### config.mk
export PLATFORM = sky130hd
export DESIGN_NAME = pt_walker
export DESIGN_NICKNAME = d
export VERILOG_FILES = /design/src/rtl/pt_walker.sv
export SDC_FILE = /design/constraint.sdc
export NUM_CORES = 1
export LEC_CHECK = 0
export BUFFER_PORTS_ARGS = -buffer_cell sky130_fd_sc_hd__buf_2
export CAP_MARGIN = 30
export CORE_ASPECT_RATIO = 0.5
export CORE_MARGIN = 3
export CORE_UTILIZATION = 50
export DETAILED_ROUTE_END_ITERATION = 10
export PLACE_DENSITY_LB_ADDON = 0.12
export SLEW_MARGIN = 5
export SYNTH_ARGS = -nofsm -noshare
export SYNTH_HDL_FRONTEND = slang
export SYNTH_SLANG_ARGS = --single-unit
### constraint.sdc
create_clock -name clk -period 5.2 [get_ports clk]
set_clock_uncertainty 0.05 [all_clocks]
set_input_delay 0.26 -clock clk [delete_from_list [all_inputs] [get_ports clk]]
set_output_delay 0.26 -clock clk [all_outputs]
set_load 0.01 [all_outputs]
### src/rtl/pt_walker.sv
module pt_walker #(
  parameter int VA_W    = 64,
  parameter int IDX_W   = 10,
  parameter int OFF_W   = 13,
  parameter int PFN_W   = 21,
  parameter int PTE_W   = 64,
  parameter int PFN_LSB = 32,
  localparam int PA_W   = PFN_W + OFF_W
) (
  input  logic             clk,
  input  logic             rst_n,
  input  logic             req_valid,
  output logic             req_ready,
  input  logic [VA_W-1:0]  req_va,
  input  logic             req_write,
  input  logic             req_user,
  input  logic [PFN_W-1:0] ptbr,
  output logic             mem_rd_valid,
  output logic [PA_W-1:0]  mem_rd_addr,
  input  logic             mem_rsp_valid,
  input  logic [PTE_W-1:0] mem_rsp_data,
  output logic             done,
  output logic [PA_W-1:0]  rsp_pa,
  output logic [1:0]       rsp_fault,
  output logic [1:0]       rsp_level
);
  localparam int IMPL_W = 3 * IDX_W + OFF_W;
  localparam int HI_W   = VA_W - 1 - IMPL_W;
  localparam int ENT_SH = $clog2(PTE_W / 8);
  localparam logic [1:0] F_NONE = 2'd0, F_ADDR = 2'd1, F_PAGE = 2'd2, F_PROT = 2'd3;

  typedef enum logic [1:0] {S_IDLE, S_RD, S_WAIT, S_DONE} state_t;

  state_t            st;
  logic [1:0]        lvl;
  logic [IMPL_W-1:0] va_q;
  logic              wr_q, usr_q;
  logic [PFN_W-1:0]  base_q;
  logic [IDX_W-1:0]  cur_idx;

  logic [HI_W-1:0] hi_a;
  logic [HI_W-2:0] hi_b;
  logic            seg_ok;
  assign hi_a   = req_va[VA_W-2:IMPL_W];
  assign hi_b   = req_va[VA_W-3:IMPL_W];
  assign seg_ok = !req_va[VA_W-1] ? ~|hi_a
                : req_va[VA_W-2]  ? &hi_b
                :                   (~|hi_b & ~req_user);

  logic             pte_v, pte_ka, pte_ua, pte_re, pte_we;
  logic [PFN_W-1:0] pte_pfn;
  assign pte_v   = mem_rsp_data[0];
  assign pte_ka  = mem_rsp_data[1];
  assign pte_ua  = mem_rsp_data[2];
  assign pte_re  = mem_rsp_data[3];
  assign pte_we  = mem_rsp_data[4];
  assign pte_pfn = mem_rsp_data[PFN_LSB +: PFN_W];

  wire unused_pte = ^{mem_rsp_data[PTE_W-1:PFN_LSB+PFN_W], mem_rsp_data[PFN_LSB-1:5]};

  logic access_ok;
  assign access_ok = (usr_q ? pte_ua : pte_ka) && (wr_q ? pte_we : pte_re);

  always_comb begin
    case (lvl)
      2'd1:    cur_idx = va_q[OFF_W + 2*IDX_W +: IDX_W];
      2'd2:    cur_idx = va_q[OFF_W + IDX_W +: IDX_W];
      default: cur_idx = va_q[OFF_W +: IDX_W];
    endcase
  end

  assign mem_rd_addr  = {base_q, {OFF_W{1'b0}}} | (PA_W'(cur_idx) << ENT_SH);
  assign req_ready    = (st == S_IDLE);
  assign mem_rd_valid = (st == S_RD);
  assign done         = (st == S_DONE);

  always_ff @(posedge clk) begin
    if (!rst_n) begin
      st        <= S_IDLE;
      lvl       <= 2'd0;
      va_q      <= '0;
      wr_q      <= 1'b0;
      usr_q     <= 1'b0;
      base_q    <= '0;
      rsp_pa    <= '0;
      rsp_fault <= F_NONE;
      rsp_level <= 2'd0;
    end else begin
      case (st)
        S_IDLE: if (req_valid) begin
          va_q      <= req_va[IMPL_W-1:0];
          wr_q      <= req_write;
          usr_q     <= req_user;
          base_q    <= ptbr;
          lvl       <= 2'd1;
          rsp_pa    <= '0;
          rsp_level <= 2'd0;
          if (seg_ok) begin
            rsp_fault <= F_NONE;
            st        <= S_RD;
          end else begin
            rsp_fault <= F_ADDR;
            st        <= S_DONE;
          end
        end
        S_RD: st <= S_WAIT;
        S_WAIT: if (mem_rsp_valid) begin
          if (!pte_v) begin
            rsp_fault <= F_PAGE;
            rsp_level <= lvl;
            st        <= S_DONE;
          end else if (lvl == 2'd3) begin
            if (access_ok) begin
              rsp_pa <= {pte_pfn, va_q[OFF_W-1:0]};
            end else begin
              rsp_fault <= F_PROT;
              rsp_level <= 2'd3;
            end
            st <= S_DONE;
          end else begin
            base_q <= pte_pfn;
            lvl    <= lvl + 2'd1;
            st     <= S_RD;
          end
        end
        default: st <= S_IDLE;
      endcase
    end
  end
endmodule

==> results.py <==
metrics = {
    "synthesis": {
        "netlist_area_um2": 4750,
        "syn_avg_cell_area_um2": 8.23,
        "synth_top_area_share_pct": 45.5,
        "synth_top_area_cell": "dfxtp_1",
        "synthDistinctLibCells": 38,
        "synthFlopType": "dfxtp_1",
        "netlist_instances": 577,
        "synth_edf_count": 0,
        "synthTopCellsByArea": "dfxtp_1 46%, nand2_1 11%, nand3_1 9.6%",
        "ys_seq_area_share_pct": 45.5,
        "synthArstFlopShare_pct": 0,
        "yosys_warnings": 0,
        "synth_seq_cells": 108,
    },
    "die": {
        "die_w_um": 144,
        "start_util_pct": 52.9,
        "die_area_um2": 10800,
        "pin_count": 230,
        "rows": 24,
        "die_h_um": 74.9,
        "core_region_area_um2": 8980,
    },
    "hold_path": {
        "hp-class": "in2reg",
        "holdPathStages": 3,
    },
    "power_and_ir_drop": {
        "clock_power_share_pct": 33.0,
        "internal_power_uw": 1490,
        "vdd_drop_max_mv": 0.214,
        "powerDensity_nw_per_um2": 358,
        "p_switching_uw": 644,
        "combPwrFrac_pct": 21.9,
        "leakagePower_uw": 0.00275,
        "swShare_pct": 30.2,
        "seq_power_share_pct": 45.1,
    },
    "routing": {
        "vias_per_cell": 5.24,
        "first_iter_violations": 228,
        "drc": 0,
        "routed_wl_mm": 12.1,
        "detail_route.first_pass.iterations": 5,
        "vias": 4458,
        "ant_nets": 0,
        "avgRoutedWirePerCell_um": 14.2,
    },
    "status": {
        "status": "completed",
    },
    "clock_tree": {
        "numCtsBuffers": 9,
        "root_buffer": "clkbuf_16",
        "cts_buffer_depth": 2,
        "cts.repair.resized": 0,
        "postCtsHoldBufs": 0,
        "cts_tree": "built",
        "h-tree-depth": 3,
        "clkTransAtPathRegs_ns": 0.07,
        "numClockSinks": 108,
        "cts_setup_buffers": 0,
        "clk_latency_ns": 0.34,
    },
    "cells_and_area": {
        "n_antenna_cell": 0,
        "nets": 887,
        "drive_gt1_share_pct": 30.2,
        "final_area_um2": 5950,
        "syn2layout_area_growth_pct": 25.3,
    },
    "global_routing": {
        "grt_max_degree": 100,
        "antenna_found_initial": 0,
        "grt_pass1_wl_mm": 18.4,
        "grt_pass1_vias": 3725,
        "grt_usage_pct": 21.4,
        "grt_overflow": 0,
    },
    "worst_setup_path": {
        "critPathLaunchType": "register",
        "worstPathArrival_ns": 2.91,
        "path_max_fanout": 41,
        "crit_required_ns": 5.42,
        "criticalPathCategory": "reg2reg",
        "reg2reg_depth": 6,
        "endpoint_kind": "register",
    },
    "timing": {
        "setup_violations": 0,
        "fmax_mhz": 372,
        "finalCritPeriodShare_pct": 51.7,
        "post-route-min-period_ns": 2.69,
        "final_hold_viol_count": 0,
        "tightest_slew_ns": 0.896,
        "setup_tns_ns": 0,
        "drv_slew": 0,
        "rsz0062_at_grt": "no",
        "slew-limit-headroom_pct": 40.3,
    },
    "run": {
        "cap_violations": 0,
    },
    "placement": {
        "dpl.hpwl_mm": 8.27,
        "port_buffers": 188,
        "placed_area_um2": 5640,
        "gp_congestion": 0.836,
    },
}
[critical path: stages, from the launching register on]
cell	delay, ns
dfxtp_1	0.64
nand2b_4	0.46
nor4_4	0.11
a31oi_4	0.63
buf_4	0.47
nand3_1	0.12
o21ai_1	0.12
[flip-flops by register name, summed over array words and instances, names as in the netlist]
register	count
rsp_level	2
usr_q	1
st	2
wr_q	1
rsp_pa	34
rsp_fault	2
base_q	21
va_q	43
lvl	2
[final timing paths]
path,slack (ns),end,startpoint
setup reg to reg,2.51,rsp_pa[24],st[0]
setup / recovery,2.51,rsp_pa[24],st[0]
hold reg to reg,0.40,rsp_pa[28],rsp_pa[28]
hold / removal,0.11,va_q[32],req_va[32]
[logic make-up (layout without fill, tap and decap cells)]
logic type                 Yosys count  in the layout  synth area share [%]
AOI/OAI and AO/OA                  135            135                  20.7
adders and majority gates            3              3                 0.791
buffers and inverters               59            214                  6.09
DFF                                108            108                  45.5
muxes                                5              5                  1.32
other                                1              3                0.0790
and+or+nand+nor                    266            266                  25.5
[final cells by class]
| class | instances | area, µm² |
|---|---|---|
| inverter | 4 | 15.0 |
| clock buffer | 11 | 253 |
| multi-input combinational | 412 | 2330 |
| clock inverter | 5 | 60.1 |
| tap | 117 | 146 |
| timing repair buffer | 194 | 988 |
| fill | 825 | 3030 |
| sequential | 108 | 2160 |
[synth_stat cells, types with 2 or more instances]
| master | instances |
|---|---|
| a22oi_1 | 10 |
| o21ai_1 | 16 |
| a31oi_1 | 2 |
| a21boi_0 | 45 |
| buf_4 | 4 |
| buf_2 | 12 |
| o211ai_1 | 2 |
| nand3_1 | 91 |
| mux2i_1 | 4 |
| nand4_1 | 4 |
| nand2b_1 | 3 |
| nand2_1 | 144 |
| ha_1 | 3 |
| and2_1 | 2 |
| o21ai_2 | 4 |
| nor2_1 | 6 |
| o21ai_0 | 27 |
| a21boi_1 | 2 |
| buf_1 | 3 |
| inv_1 | 4 |
| buf_6 | 5 |
| clkbuf_1 | 31 |
| o211a_1 | 22 |
| nor3_2 | 2 |
| nor4_1 | 5 |
| dfxtp_1 | 108 |
| nor2b_1 | 5 |
[placed cells by master, fill, tap and decap left out, types with 5 or more instances in the layout]
| master | count |
|---|---|
| a21boi_0 | 45 |
| a22oi_1 | 10 |
| buf_2 | 187 |
| buf_4 | 7 |
| clkbuf_16 | 9 |
| dfxtp_1 | 108 |
| nand2_1 | 144 |
| nand3_1 | 91 |
| nor2_1 | 6 |
| nor4_1 | 5 |
| o211a_1 | 22 |
| o21ai_0 | 27 |
| o21ai_1 | 16 |
[metal layers]
metal	global-route usage (%)	routed length [µm]
met1	28.8	5420
met2	34.2	5630
met3	6.92	947
met4	4.80	106
met5	0	0
[power groups by stage]
| stage | Combinational [µW] | Clock [µW] | Sequential [µW] |
|---|---|---|---|
| CTS | 472 | 718 | 960 |
| finish | 465 | 703 | 961 |
| global placement | 462 | 0 | 975 |
| global route | 523 | 754 | 971 |
| detailed placement | 471 | 0 | 979 |
| floorplan | 311 | 0 | 983 |
[metrics by stage]
stage | hold WS [ns] | std cells | setup WS [ns] | util, % | total power, µW
after floorplan | 0.345 | 579 | 3.49 | - | 1290
after global placement | 0.391 | 835 | 2.56 | 62.8 | 1440
after detailed placement | 0.397 | 835 | 2.49 | 62.8 | 1450
after CTS | 0.0991 | 851 | 2.47 | 66.3 | 2150
after global routing | 0.105 | 851 | 2.26 | 66.3 | 2250
final | 0.110 | 851 | 2.51 | 66.3 | 2130
No activity file was read; power rests on OpenSTA's default activity.
